[src/rtl/pcm_port_pkg.sv]
package pcm_port_pkg;

   typedef enum logic [1:0] {
      FMT_ALAW  = 2'b00,
      FMT_ULAW  = 2'b01,
      FMT_LIN   = 2'b10,
      FMT_LIN_B = 2'b11
   } pcm_fmt_e;

   function automatic logic fmt_is_linear(input logic [1:0] mode);
      return mode[1];
   endfunction

endpackage

[src/rtl/pcm_edge_sync.sv]
module pcm_edge_sync #(
   parameter int STAGES = 2
) (
   input  logic clk,
   input  logic rst_n,
   input  logic d,
   output logic lvl,
   output logic chg
);
   logic [STAGES:0] pipe;

   always_ff @(posedge clk or negedge rst_n) begin
      if (!rst_n) pipe <= '0;
      else        pipe <= {pipe[STAGES-1:0], d};
   end

   assign lvl = pipe[STAGES-1];
   assign chg = pipe[STAGES-1] ^ pipe[STAGES];
endmodule

[src/rtl/pcm_quiet_mon.sv]
module pcm_quiet_mon #(
   parameter int LIMIT = 4096
) (
   input  logic clk,
   input  logic rst_n,
   input  logic activity,
   output logic expired
);
   localparam int CW = $clog2(LIMIT + 1);
   localparam logic [CW-1:0] LIM = CW'(LIMIT);

   logic [CW-1:0] cnt;

   always_ff @(posedge clk or negedge rst_n) begin
      if (!rst_n)             cnt <= '0;
      else if (activity)      cnt <= '0;
      else if (cnt != LIM)    cnt <= cnt + 1'b1;
   end

   assign expired = (cnt == LIM);
endmodule

[src/rtl/pcm_tx_shift.sv]
module pcm_tx_shift #(
   parameter int CMP_W = 8,
   parameter int LIN_W = 14,
   parameter int PAD_W = 2
) (
   input  logic             clk,
   input  logic             rst_n,
   input  logic             launch,
   input  logic             start,
   input  logic             abort,
   input  logic             linear,
   input  logic [LIN_W-1:0] word,
   output logic             sdout
);
   localparam int SLOT_MAX = LIN_W + PAD_W;
   localparam int CNT_W    = $clog2(SLOT_MAX + 1);
   localparam logic [CNT_W-1:0] LEN_LIN = CNT_W'(SLOT_MAX);
   localparam logic [CNT_W-1:0] LEN_CMP = CNT_W'(CMP_W);

   logic [SLOT_MAX-1:0] load, sr;
   logic [CNT_W-1:0]    cnt, len;
   logic                active;

   assign load = linear ? {word, {PAD_W{1'b0}}}
                        : {word[CMP_W-1:0], {(SLOT_MAX-CMP_W){1'b0}}};

   always_ff @(posedge clk or negedge rst_n) begin
      if (!rst_n) begin
         sdout  <= 1'b1;
         active <= 1'b0;
         sr     <= '0;
         cnt    <= '0;
         len    <= LEN_CMP;
      end else if (abort) begin
         sdout  <= 1'b1;
         active <= 1'b0;
      end else if (start) begin
         sdout  <= load[SLOT_MAX-1];
         sr     <= {load[SLOT_MAX-2:0], 1'b0};
         cnt    <= CNT_W'(1);
         len    <= linear ? LEN_LIN : LEN_CMP;
         active <= 1'b1;
      end else if (launch && active) begin
         if (cnt == len) begin
            sdout  <= 1'b1;
            active <= 1'b0;
         end else begin
            sdout <= sr[SLOT_MAX-1];
            sr    <= {sr[SLOT_MAX-2:0], 1'b0};
            cnt   <= cnt + 1'b1;
         end
      end
   end
endmodule

[src/rtl/pcm_rx_shift.sv]
module pcm_rx_shift #(
   parameter int CMP_W = 8,
   parameter int LIN_W = 14,
   parameter int PAD_W = 2
) (
   input  logic             clk,
   input  logic             rst_n,
   input  logic             sample,
   input  logic             start,
   input  logic             abort,
   input  logic             linear,
   input  logic             sdin,
   output logic [LIN_W-1:0] word,
   output logic             valid
);
   localparam int SLOT_MAX = LIN_W + PAD_W;
   localparam int CNT_W    = $clog2(SLOT_MAX + 1);
   localparam logic [CNT_W-1:0] LAST_LIN = CNT_W'(SLOT_MAX - 1);
   localparam logic [CNT_W-1:0] LAST_CMP = CNT_W'(CMP_W - 1);

   logic [SLOT_MAX-1:0] sr, nxt;
   logic [CNT_W-1:0]    cnt, last;
   logic                active, lin_q;

   assign nxt = {sr[SLOT_MAX-2:0], sdin};

   always_ff @(posedge clk or negedge rst_n) begin
      if (!rst_n) begin
         sr     <= '0;
         cnt    <= '0;
         last   <= LAST_CMP;
         active <= 1'b0;
         lin_q  <= 1'b0;
         word   <= '0;
         valid  <= 1'b0;
      end else begin
         valid <= 1'b0;
         if (abort) begin
            active <= 1'b0;
         end else if (start) begin
            active <= 1'b1;
            cnt    <= '0;
            lin_q  <= linear;
            last   <= linear ? LAST_LIN : LAST_CMP;
         end else if (sample && active) begin
            sr  <= nxt;
            cnt <= cnt + 1'b1;
            if (cnt == last) begin
               active <= 1'b0;
               valid  <= 1'b1;
               word   <= lin_q ? nxt[SLOT_MAX-1:PAD_W] : LIN_W'(nxt[CMP_W-1:0]);
            end
         end
      end
   end
endmodule

[src/rtl/pcm_voice_port.sv]
module pcm_voice_port
   import pcm_port_pkg::*;
#(
   parameter int CMP_W       = 8,
   parameter int LIN_W       = 14,
   parameter int PAD_W       = 2,
   parameter int SYNC_STAGES = 2,
   parameter int STALL_CYC   = 4096
) (
   input  logic             clk,
   input  logic             rst_n,
   input  logic             bclk_i,
   input  logic             fsync_i,
   input  logic             sdin_i,
   output logic             sdout_o,
   input  logic [1:0]       mode_i,
   input  logic             pdn_i,
   input  logic [LIN_W-1:0] tx_word_i,
   output logic [LIN_W-1:0] rx_word_o,
   output logic             rx_valid_o,
   output logic             stall_o
);
   localparam int N_MON = 2;

   initial begin
      assert (CMP_W >= 2 && CMP_W < LIN_W + PAD_W)
         else $error("pcm_voice_port: CMP_W out of range");
      assert (PAD_W >= 1) else $error("pcm_voice_port: PAD_W must be >= 1");
      assert (SYNC_STAGES >= 2) else $error("pcm_voice_port: SYNC_STAGES must be >= 2");
      assert (STALL_CYC >= 4) else $error("pcm_voice_port: STALL_CYC too small");
   end

   logic bclk_lvl, bclk_chg, sync_lvl, sync_chg;
   logic bclk_rise, bclk_fall, frame_start, sync_at_rise;
   logic abort_tx_rx;
   logic [SYNC_STAGES-1:0] sdin_pipe;
   logic [N_MON-1:0] mon_act, mon_exp;

   pcm_edge_sync #(.STAGES(SYNC_STAGES)) u_bclk_sync (
      .clk(clk), .rst_n(rst_n), .d(bclk_i), .lvl(bclk_lvl), .chg(bclk_chg));

   pcm_edge_sync #(.STAGES(SYNC_STAGES)) u_fsync_sync (
      .clk(clk), .rst_n(rst_n), .d(fsync_i), .lvl(sync_lvl), .chg(sync_chg));

   always_ff @(posedge clk or negedge rst_n) begin
      if (!rst_n) sdin_pipe <= '0;
      else        sdin_pipe <= {sdin_pipe[SYNC_STAGES-2:0], sdin_i};
   end

   assign bclk_rise   = bclk_chg & bclk_lvl;
   assign bclk_fall   = bclk_chg & ~bclk_lvl;
   assign frame_start = bclk_rise & sync_lvl & ~sync_at_rise;

   always_ff @(posedge clk or negedge rst_n) begin
      if (!rst_n)         sync_at_rise <= 1'b0;
      else if (bclk_rise) sync_at_rise <= sync_lvl;
   end

   assign mon_act = {sync_chg, bclk_chg};

   for (genvar g = 0; g < N_MON; g++) begin : g_mon
      pcm_quiet_mon #(.LIMIT(STALL_CYC)) u_mon (
         .clk(clk), .rst_n(rst_n), .activity(mon_act[g]), .expired(mon_exp[g]));
   end

   always_ff @(posedge clk or negedge rst_n) begin
      if (!rst_n)           stall_o <= 1'b0;
      else if (frame_start) stall_o <= 1'b0;
      else if (|mon_exp)    stall_o <= 1'b1;
   end

   assign abort_tx_rx = pdn_i | (stall_o & ~frame_start);

   pcm_tx_shift #(.CMP_W(CMP_W), .LIN_W(LIN_W), .PAD_W(PAD_W)) u_tx (
      .clk(clk), .rst_n(rst_n), .launch(bclk_rise), .start(frame_start),
      .abort(abort_tx_rx), .linear(fmt_is_linear(mode_i)), .word(tx_word_i),
      .sdout(sdout_o));

   pcm_rx_shift #(.CMP_W(CMP_W), .LIN_W(LIN_W), .PAD_W(PAD_W)) u_rx (
      .clk(clk), .rst_n(rst_n), .sample(bclk_fall), .start(frame_start),
      .abort(abort_tx_rx), .linear(fmt_is_linear(mode_i)),
      .sdin(sdin_pipe[SYNC_STAGES-1]), .word(rx_word_o), .valid(rx_valid_o));
endmodule

[config.mk]
export PLATFORM = sky130hd
export DESIGN_NAME = pcm_voice_port
export DESIGN_NICKNAME = d
export VERILOG_FILES = /design/src/rtl/pcm_port_pkg.sv /design/src/rtl/pcm_edge_sync.sv /design/src/rtl/pcm_quiet_mon.sv /design/src/rtl/pcm_tx_shift.sv /design/src/rtl/pcm_rx_shift.sv /design/src/rtl/pcm_voice_port.sv
export SDC_FILE = /design/constraint.sdc
export NUM_CORES = 1
export LEC_CHECK = 0
export CAP_MARGIN = 30
export CORE_UTILIZATION = 62
export CTS_CLUSTER_DIAMETER = 150
export CTS_CLUSTER_SIZE = 8
export DETAILED_ROUTE_END_ITERATION = 7
export PLACE_DENSITY = 0.85
export SETUP_SLACK_MARGIN = 0.2
export SLEW_MARGIN = 10
export SYNTH_ARGS = -nofsm -noshare
export SYNTH_HDL_FRONTEND = slang
export SYNTH_SLANG_ARGS = --single-unit
[constraint.sdc]
create_clock -name clk -period 3.8 [get_ports clk]
set_input_delay 0.76 -clock clk [delete_from_list [all_inputs] [get_ports clk]]
set_output_delay 0.76 -clock clk [all_outputs]
set_load 0.01 [all_outputs]
## Yosys cells after proc, flatten, opt, wreduce, memory -nomap -nowiden

Cells that the tools add are included.

| word-level totals | value |
|---|---|
| bits in registers | 106 |
| input bits | 22 |
| output and inout bits | 17 |

| operators by class | value |
|---|---|
| reduce and logical (&&, ||, !) cells | 19 |
| add/subtract/negate cells | 4 |
| eq/ne operators | 7 |
| muxes and demuxes | 34 |
| bitwise logic cells | 12 |

Operators with widths:

| kind | count |
|---|---|
| 16-bit 2-to-1 mux | 4 |
| 13-bit 2-to-1 mux | 4 |
| 5-bit 2-to-1 mux | 6 |
| 13-bit by 1-bit adder with 13-bit output (second input constant) | 2 |
| 13-bit == test (second input constant) | 2 |
| 13-bit inequality test (second input constant) | 2 |
| 1-bit 2-to-1 mux | 18 |
| 14-bit 2-to-1 mux | 1 |
| 3-bit nonzero test | 4 |
| 5-bit by 1-bit adder with 5-bit output (second input constant) | 2 |
| 5-bit == test | 2 |
| 2-bit nonzero test | 5 |
| 2-bit AND reduction | 4 |
| 3-bit AND reduction | 2 |
| 1-bit bitwise AND | 5 |
| 4-bit 2-to-1 mux | 1 |
| 1-bit NOT | 4 |
| 4-bit AND reduction | 1 |
| 1-bit logical AND | 2 |
| 2-bit inequality test (second input constant) | 1 |
| 2-bit OR reduction | 1 |
| 1-bit bitwise XOR | 2 |
| 1-bit bitwise OR | 1 |

## Depth between registers and ports, before layout

Gate-level depths: netlist (run 1).

| depth | value |
|---|---|
| depth in word-level cells | 9 |
| gate-level depth with buffers | 8 |
| depth with buffers taken out | 6 |

## Hierarchy

Synthesis (run 1) repeated with hierarchy kept, for this count alone.

| unflattened totals | value |
|---|---|
| cells, all modules | 449 |
| area, all modules | 4690.7 um2 |

By module, submodules not included:

| module | instances | cells an instance | area an instance (um2) |
|---|---|---|---|
| pcm_rx_shift | 1 | 155 | 1667.8 |
| pcm_quiet_mon | 2 | 77 | 744.5 |
| pcm_tx_shift | 1 | 120 | 1206.2 |
| pcm_edge_sync | 2 | 4 | 83.8 |
| pcm_voice_port | 1 | 12 | 160.2 |

## Worst setup path after synthesis (run 1)

Ideal clock, no wire load.

| timing path | value |
|---|---|
| kind | in2reg |
| from | input mode_i[1] |
| to | register u_tx.sr[14] |
| stages | 5 |
| arrival time | 1.929 ns |
| setup slack | 1.746 ns |
| cell sequence | clkbuf_1 > buf_1 > mux2i_1 > o21ai_0 > mux2_4 |

| on the way | value |
|---|---|
| cells in the longest elaborated chain, start to end | 2 |

RTL lines:

| element | RTL line | source |
|---|---|---|
| from (decl) | pcm_voice_port.sv:16 | `input logic [1:0] mode_i,` |
| 16-bit 2-to-1 mux | pcm_tx_shift.sv:24 | `assign load = linear ? {word, {PAD_W{1'b0}}}` |
| 16-bit 2-to-1 mux | pcm_tx_shift.sv:37 | `end else if (start) begin` |
| to (signal assigned) | pcm_tx_shift.sv:39 | `sr <= {load[SLOT_MAX-2:0], 1'b0};` |
| to (signal assigned) | pcm_tx_shift.sv:49 | `sr <= {sr[SLOT_MAX-2:0], 1'b0};` |
| to (decl) | pcm_tx_shift.sv:20 | `logic [SLOT_MAX-1:0] load, sr;` |

No other way between the ends.
A chain may end at the register's enable or synchronous reset.

## Final worst setup path (run 1)

| timing path | value |
|---|---|
| from | input pdn_i |
| to | register u_rx.word[5] |

| on the way | value |
|---|---|
| cells in the longest elaborated chain, start to end | 3 |

RTL lines:

| element | RTL line | source |
|---|---|---|
| from (decl) | pcm_voice_port.sv:17 | `input logic pdn_i,` |
| 1-bit bitwise OR | pcm_voice_port.sv:72 | `assign abort_tx_rx = pdn_i \| (stall_o & ~frame_start);` |
| 1-bit NOT (no line) | n/a |  |
| 4-bit AND reduction (no line) | n/a |  |
| to (signal assigned) | pcm_rx_shift.sv:51 | `word <= lin_q ? nxt[SLOT_MAX-1:PAD_W] : LIN_W'(nxt[CMP_W-1:0]);` |
| to (decl) | pcm_rx_shift.sv:13 | `output logic [LIN_W-1:0] word,` |

No other way between the ends.

==> results of run 1 <==
==> state kept, by name (all words and copies together) (netlist names) <==
register,flops
stall_o,1
u_fsync_sync.pipe,3
u_tx.active,1
u_rx.active,1
sdin_pipe,2
u_rx.word,14
u_tx.sdout,1
sync_at_rise,1
u_tx.sr,13
u_rx.lin_q,1
u_rx.cnt,5
g_mon.u_mon.cnt,26
u_rx.valid,1
u_bclk_sync.pipe,3
u_tx.len,1
u_tx.cnt,5
u_rx.sr,15
==> per-layer routing <==
metal | global-route usage | vias to the layer above
li1 | - | 1411
met1 | 0.3137 | 1433
met2 | 0.3880 | 56
met3 | 0.04000 | 12
met4 | 0.08636 | 0
met5 | 0 | -
==> logic make-up (layout without fill, tap and decap cells) <==
kind of cell	Yosys count	after routing	share of synthesized area
AOI/OAI and AO/OA	35	35	0.04942
xor gates and xnor gates	27	27	0.05306
adders and majority gates	9	9	0.02527
buffers and inverters	37	77	0.03706
DFF	94	94	0.5284
muxes	64	64	0.1611
and+or+nand+nor	125	125	0.1457
==> cells in the mapped netlist (2+ instances only) <==
cell type                  number  share of area
sky130_fd_sc_hd__and3_1         3         0.0042
sky130_fd_sc_hd__and4_1         2         0.0039
sky130_fd_sc_hd__nor3_1         8         0.0090
sky130_fd_sc_hd__nand3b_1       3         0.0051
sky130_fd_sc_hd__ha_1           9          0.025
sky130_fd_sc_hd__buf_2          2         0.0022
sky130_fd_sc_hd__mux2_4         6          0.020
sky130_fd_sc_hd__xor2_1        13          0.026
sky130_fd_sc_hd__nand4_1        8          0.011
sky130_fd_sc_hd__or3_1          2         0.0028
sky130_fd_sc_hd__and4bb_2       2         0.0056
sky130_fd_sc_hd__mux2i_1       20          0.045
sky130_fd_sc_hd__and2_1         9          0.013
sky130_fd_sc_hd__nor4b_1        4         0.0079
sky130_fd_sc_hd__xnor2_1       14          0.028
sky130_fd_sc_hd__dfrtp_1       92           0.52
sky130_fd_sc_hd__nand3_1       14          0.016
sky130_fd_sc_hd__a21oi_1        5         0.0056
sky130_fd_sc_hd__nand2_1       40          0.034
sky130_fd_sc_hd__a31o_2         2         0.0039
sky130_fd_sc_hd__nor4_1         3         0.0042
sky130_fd_sc_hd__inv_1         21          0.018
sky130_fd_sc_hd__mux2_2        38          0.096
sky130_fd_sc_hd__dfstp_2        2          0.012
sky130_fd_sc_hd__o21ai_0       18          0.020
sky130_fd_sc_hd__nor2_1        17          0.014
sky130_fd_sc_hd__nand2b_1       6         0.0084
sky130_fd_sc_hd__buf_1          2         0.0017
sky130_fd_sc_hd__clkbuf_1      10         0.0084
==> stage by stage <==
| stage | area, sq um | hold slack (ns) | instances | worst slack, ns | util |
|---|---|---|---|---|---|
| 4_1_cts | 5107 | 0.3551 | 527 | 1.172 | 0.7435 |
| 2_1_floorplan | 4457 | 0.3312 | 391 | 1.746 | - |
| 3_3_place_gp | 4888 | 0.3344 | 512 | 0.8769 | 0.7117 |
| 6_report | 5107 | 0.3502 | 527 | 1.170 | 0.7435 |
| 3_5_place_dp | 4888 | 0.3347 | 512 | 0.7994 | 0.7117 |
| 5_1_grt | 5107 | 0.3689 | 527 | 1.084 | 0.7435 |
==> worst reg2reg max path, stage by stage (launching register included) <==
cell and delay, ns:
sky130_fd_sc_hd__dfrtp_1 0.39, sky130_fd_sc_hd__inv_1 0.07, sky130_fd_sc_hd__ha_1 0.26, sky130_fd_sc_hd__nand3b_1 0.15, sky130_fd_sc_hd__nand4_1 0.12, sky130_fd_sc_hd__buf_4 0.27
sky130_fd_sc_hd__nand2b_1 0.68, sky130_fd_sc_hd__mux2_2 0.42
==> power by group through the flow <==
| stage | logic [mW] | registers (mW) | clock network (mW) |
|---|---|---|---|
| after detailed placement | 0.258 | 1.17 | 0 |
| after CTS | 0.259 | 1.15 | 0.740 |
| after global placement | 0.242 | 1.16 | 0 |
| after floorplan | 0.201 | 1.13 | 0 |
| final | 0.255 | 1.15 | 0.730 |
| after global routing | 0.291 | 1.16 | 0.792 |
==> worst max path at each step <==
stage / end / from / cells past startpoint
2_1_floorplan: u_tx.sr[14] / mode_i[1] / 5
3_3_place_gp: u_rx.word[3] / pdn_i / 6
3_5_place_dp: u_rx.word[5] / pdn_i / 6
4_1_cts: u_rx.word[5] / pdn_i / 6
5_1_grt: u_rx.word[1] / pdn_i / 6
6_report: u_rx.word[5] / pdn_i / 6
==> cell type report <==
cell class | instances | area [sq um] | share of cell area
clock inverters | 6 | 95.09 | 0.01862
repair buffers | 41 | 397.9 | 0.07790
well taps | 96 | 120.1 | 0.02352
flip-flops and latches | 94 | 2355 | 0.4610
clock buffers | 9 | 123.9 | 0.02425
inverters | 21 | 78.83 | 0.01543
multi-input cells | 260 | 1937 | 0.3792
==> results.txt, run 1 <==
----------------------------------------------------
[Power]
  Clock network power share ... 0.342
  Net switching share of the total power ... 0.2538
  Net switching power ... 541.4 uW
  Combinational cell fraction of total power ... 0.119
  Power consumption ... 2.133 mW
  Worst IR drop on VDD ... 0.0002615 V
  Pwr/cell area ... 417.6 nW/um^2
  Power share of the sequential group ... 0.539
  Leakage power ... 2.454 nW
  Internal portion of total power ... 1.592 mW

[Floorplanning]
  Count of boundary I/O pins ... 39
  Standard-cell rows ... 30
  Width of the chip ... 86.79 microns
  Effective utilization at floorplan ... 0.6488
  Die area ... 7532 sq um
  Chip Height ... 86.79 microns
  Core box area ... 6869 sq um

[Synthesis]
  Number of nets in the synthesized netlist ... 422
  Count of distinct cell types in the synthesized netlist ... 45
  Syn avg cell area ... 11.40 sq um
  YS warnings ... 0
  Seq/Total Area, Yosys ... 0.5284
  Synth Register Bits ... 94
  Fraction of synthesis flops using an asynchronous set or reset pin ... 1.000
  Post-synthesis instance area ... 4457 sq um
  Top_reg_cell synth ... sky130_fd_sc_hd__dfrtp_1
  Post-Syn Instances ... 391
  Number of enable flip-flop cells after synthesis ... 0

[Layout]
  Commonest cells after routing, fill and taps aside ... 92 x sky130_fd_sc_hd__dfrtp_1, 40 x sky130_fd_sc_hd__nand2_1, 38 x sky130_fd_sc_hd__mux2_2, 36 x sky130_fd_sc_hd__clkdlybuf4s50_1, 21 x sky130_fd_sc_hd__inv_1
  Final net count ... 458
  Area overhead of the layout relative to synthesis ... 14.60%
  Inserted Diodes ... 0
  Most frequent standard cell in the layout excluding fill and tap cells ... sky130_fd_sc_hd__dfrtp_1
  Fraction of layout cells with a size suffix above 1 ... 0.1694
  Layout filler cell count ... 488

[Drt]
  Vias ... 2912
  Residual antenna-violating net count after detailed routing ... 0
  Wirelength, routed ... 7826 microns
  Met3 Routed Length ... 256 microns
  Remaining DRCs ... 0
  Total met2 wirelength after detailed routing ... 3926 microns
  Violation count after the first detailed-routing iteration ... 167
  Metal1 wirelength ... 3531 microns
  Top layer in use ... met4
  Detail-routed net length per standard cell ... 14.85 microns
  Detailed-routing iteration count for the pre-antenna-repair pass ... 4
  Average via count per standard cell ... 5.526

[GRT]
  Tot GR Track Use ... 0.2351
  Via count of the first global-routing pass ... 2928
  Global route total overflow ... 0
  Antenna violations before repair ... 0
  Pin count of the biggest net entering global routing ... 36
  Wire length of the first global-routing pass ... 13560 microns

[Clock tree]
  Level count of the clock H-tree ... 3
  Total clock buffers created by CTS ... 9
  Number of sinks handled by clock tree synthesis ... 94
  Clock network latency to the later pin of the worst-skew pair ... 0.36 ns
  Buffers inserted by post-CTS timing repair ... 0
  Number of gates resized after CTS ... 0
  Cell at the root of the clock tree ... sky130_fd_sc_hd__clkbuf_8
  Clock tree from TritonCTS ... yes
  Hold-fix buffer count after cts ... 0
  Clock-pin transition on the worst setup and hold timing paths ... 0.09 ns
  Longest Clk Path Bufs ... 2

[Setup path]
  Startpoint kind of the worst setup timing path ... input port
  Total buffers and inverters traversed by the critical path ... 2
  Worst-path fanout max ... 22
  R2r endpoint ... u_rx.word[5]
  Arrival time reported for the critical path endpoint ... 2.88 ns
  Maximum single-stage delay on the critical path ... 0.68 ns
  Register-to-Register Path Depth ... 7
  Kind of cell with the highest combined delay on the critical path ... simple AND/OR/NAND/NOR gates
  FF-to-FF Start ... u_bclk_sync.pipe[2]
  Worst endpoint required time ... 4.05 ns
  Slowest cell on the critical path ... sky130_fd_sc_hd__nand2b_1
  Cells traversed along the worst timing path ... clkdlybuf4s50_1 -> nor2_2 -> nand4_1 -> buf_4 -> nand2b_1 -> mux2_2
  Worst setup EP type ... register
  Class of the most critical setup path ... in2reg
  R2R Setup Slk ... 1.34 ns

[Timing]
  Relative slew slack ... 0.3866
  Pins over their slew limit ... 0
  Final critical-path share of the clock period ... 0.6922
  Unrepaired setup endpoints after global routing ... false
  Achievable frequency ... 0.3802 GHz
  Final number of setup-violating endpoints ... 0
  Worst Max-Slew Pin Slew ... 0.9170 ns
  Min Clock Period, post-route ... 2.630 ns
  Final hold violation count ... 0
  Skew final ... 0.009385 ns
  Setup TNS ... 0 ns

[Run]
  Number of maximum-capacitance constraint violations ... 0

[Worst hold path]
  Class of the worst hold path ... in2async

[Run status]
  Run status ... finished clean

[Place]
  HPWL after detailed placement ... 5335 microns
  Count of buffers inserted at the top-level ports ... 37
  Placer's final routability congestion estimate ... 0.8106

----------------------------------------------------
No activity file was read; power rests on OpenSTA's default activity.
==> run 2: changes to the inputs <==
- CORE_UTILIZATION: 62 -> 58
- PLACE_DENSITY: 0.85 -> 0.8
- clock period: 3.8 -> 2.55 ns (I/O delays scaled with it)
==> results.txt, run 2 (synthesis results as in run 1) <==
----------------------------------------------------
[Run status]
  Run status ... finished clean (unchanged)

[Clock tree]
  Clock network latency to the later pin of the worst-skew pair ... 0.36 ns (about the same)
  Total clock buffers created by CTS ... 9 (unchanged)
  Buffers inserted by post-CTS timing repair ... 0 (unchanged)
  Number of sinks handled by clock tree synthesis ... 94 (unchanged)
  Level count of the clock H-tree ... 3 (unchanged)
  Longest Clk Path Bufs ... 2 (unchanged)
  Hold-fix buffer count after cts ... 0 (unchanged)
  Number of gates resized after CTS ... 0 (unchanged)
  Clock-pin transition on the worst setup and hold timing paths ... 0.10 ns (was 0.09 ns)
  Clock tree from TritonCTS ... yes (unchanged)
  Cell at the root of the clock tree ... sky130_fd_sc_hd__clkbuf_8 (unchanged)

[Floorplanning]
  Chip Height ... 89.66 microns (was 86.79 microns)
  Effective utilization at floorplan ... 0.6080 (was 0.6488)
  Die area ... 8039 sq um (was 7532 sq um)
  Standard-cell rows ... 31 (was 30)
  Width of the chip ... 89.66 microns (was 86.79 microns)
  Core box area ... 7331 sq um (was 6869 sq um)
  Count of boundary I/O pins ... 39 (unchanged)

[Drt]
  Remaining DRCs ... 0 (unchanged)
  Detail-routed net length per standard cell ... 14.22 microns (was 14.85 microns)
  Detailed-routing iteration count for the pre-antenna-repair pass ... 4 (unchanged)
  Violation count after the first detailed-routing iteration ... 132 (was 167)
  Residual antenna-violating net count after detailed routing ... 0 (unchanged)
  Vias ... 2920 (was 2912)
  Wirelength, routed ... 7624 microns (was 7826 microns)
  Average via count per standard cell ... 5.448 (was 5.526)

[Timing]
  Min Clock Period, post-route ... 1.999 ns
  Relative slew slack ... 0.3884 (was 0.3866)
  Setup TNS ... 0 ns (unchanged)
  Worst Max-Slew Pin Slew ... 0.9142 ns (was 0.9170 ns)
  Final number of setup-violating endpoints ... 0 (unchanged)
  Skew final ... 0.01692 ns (was 0.009385 ns)
  Final hold violation count ... 0 (unchanged)
  Pins over their slew limit ... 0 (unchanged)
  Achievable frequency ... 0.5002 GHz
  Hold_ws ... 0.07685 ns (was 0.3502 ns)
  Unrepaired setup endpoints after global routing ... false (unchanged)
  Final critical-path share of the clock period ... 0.7840

[Power]
  Leakage power ... 2.471 nW (was 2.454 nW)
  Pwr/cell area ... 588.9 nW/um^2 (was 417.6 nW/um^2)
  Worst IR drop on VDD ... 0.0003564 V (was 0.0002615 V)

[GRT]
  Via count of the first global-routing pass ... 2921 (was 2928)
  Met1 usage in global routing ... 0.2688 (was 0.3137)
  Global route total overflow ... 0 (unchanged)
  Wire length of the first global-routing pass ... 13020 microns (was 13560 microns)
  Antenna violations before repair ... 0 (unchanged)
  Pin count of the biggest net entering global routing ... 44 (was 36)
  Met2 layer usage reported by global route ... 0.3760 (was 0.3880)
  Most congested layer reported by global routing ... met2 (unchanged)
  Tot GR Track Use ... 0.2144 (was 0.2351)
  GRT met3 Usage ... 0.03108 (was 0.04000)

[Setup path]
  Critical path startpoint ... u_bclk_sync.pipe[2] (was pdn_i)
  Worst endpoint required time ... 2.80 ns (was 4.05 ns)
  Startpoint kind of the worst setup timing path ... register (was input port)
  Worst-path fanout max ... 10 (was 22)
  R2r endpoint ... u_rx.word[7] (was u_rx.word[5])
  Critical path capture point ... u_rx.word[7] (was u_rx.word[5])
  Arrival time reported for the critical path endpoint ... 2.25 ns (was 2.88 ns)
  R2R Setup Slk ... 0.55 ns (was 1.34 ns)
  Class of the most critical setup path ... reg2reg (was in2reg)
  Worst setup EP type ... register (unchanged)
  Register-to-Register Path Depth ... 7 (unchanged)
  FF-to-FF Start ... u_bclk_sync.pipe[2] (unchanged)

[Layout]
  Final Core Density ... 0.7013 (was 0.7435)
  Final net count ... 463 (was 458)
  Area overhead of the layout relative to synthesis ... 15.36% (was 14.60%)
  Fraction of layout cells with a size suffix above 1 ... 0.1808 (was 0.1694)
  Inserted Diodes ... 0 (unchanged)
  Commonest cells after routing, fill and taps aside ... 92 x sky130_fd_sc_hd__dfrtp_1, 40 x sky130_fd_sc_hd__nand2_1, 38 x sky130_fd_sc_hd__mux2_2, 36 x sky130_fd_sc_hd__clkdlybuf4s50_1, 21 x sky130_fd_sc_hd__inv_1 (unchanged)
  Most frequent standard cell in the layout excluding fill and tap cells ... sky130_fd_sc_hd__dfrtp_1 (unchanged)
  Layout filler cell count ... 529 (was 488)
  Biggest register ... g_mon.u_mon.cnt (unchanged)
  Flip-flop count of the largest register, all copies and words added ... 26 (unchanged)
  Registers with the most flip-flops ... g_mon.u_mon.cnt x26, u_rx.sr x15, u_rx.word x14 (unchanged)

[Worst hold path]
  Class of the worst hold path ... in2async (unchanged)

[Place]
  HPWL after detailed placement ... 5319 microns (was 5335 microns)
  Placer's final routability congestion estimate ... 0.7925 (was 0.8106)
  Count of buffers inserted at the top-level ports ... 37 (unchanged)

[Run]
  Number of maximum-capacitance constraint violations ... 0 (unchanged)

----------------------------------------------------
run 2: how the worst min path moves through the flow:
stage,start,end,cells past startpoint
finish,rst_n,u_rx.cnt[3],1
global route,rst_n,u_rx.sr[11],1
CTS,rst_n,u_rx.sr[11],1
detailed placement,sdin_pipe[0],sdin_pipe[1],0
global placement,u_bclk_sync.pipe[0],u_bclk_sync.pipe[1],0
floorplan,rst_n,g_mon[0].u_mon.cnt[0],0
run 2: layout make-up:
| cell class | count | area (sq um) | area share |
|---|---|---|---|
| flip-flops and latches | 94 | 2355 | 0.4580 |
| clock inverters | 7 | 62.56 | 0.01217 |
| multi-input cells | 260 | 1937 | 0.3767 |
| well taps | 99 | 123.9 | 0.02409 |
| clock buffers | 9 | 123.9 | 0.02409 |
| repair buffers | 46 | 460.4 | 0.08956 |
| inverters | 21 | 78.83 | 0.01533 |
run 2: stage by stage:
step	setup slack [ns]	std cells	instance area [sq um]	total power, mW
after floorplan	0.6876	391	4457	1.990
after global placement	0.3176	520	4955	2.110
after detailed placement	0.3032	520	4955	2.131
after CTS	0.5387	536	5141	3.057
after global routing	0.4140	536	5141	3.190
final	0.5509	536	5141	3.028
run 2: routing by layer:
| metal | wire (microns) | up-vias |
|---|---|---|
| met5 | 0 | - |
| met4 | 100 | 0 |
| met3 | 185 | 12 |
| met2 | 3789 | 55 |
| met1 | 3548 | 1429 |
| li1 | - | 1424 |
run 2: worst max-delay path, cell delays in order, from the launching register on:
cell                       delay [ns]
sky130_fd_sc_hd__dfrtp_1         0.39
sky130_fd_sc_hd__inv_1           0.06
sky130_fd_sc_hd__ha_1            0.24
sky130_fd_sc_hd__nand3b_1        0.15
sky130_fd_sc_hd__nand4_1         0.15
sky130_fd_sc_hd__nand2b_1        0.30
sky130_fd_sc_hd__buf_4           0.26
sky130_fd_sc_hd__mux2_2          0.35
run 2: power breakdown:
part | internal (mW) | switching (mW)
registers | 1.60 | 0.0812
logic | 0.221 | 0.189
clock network | 0.379 | 0.553
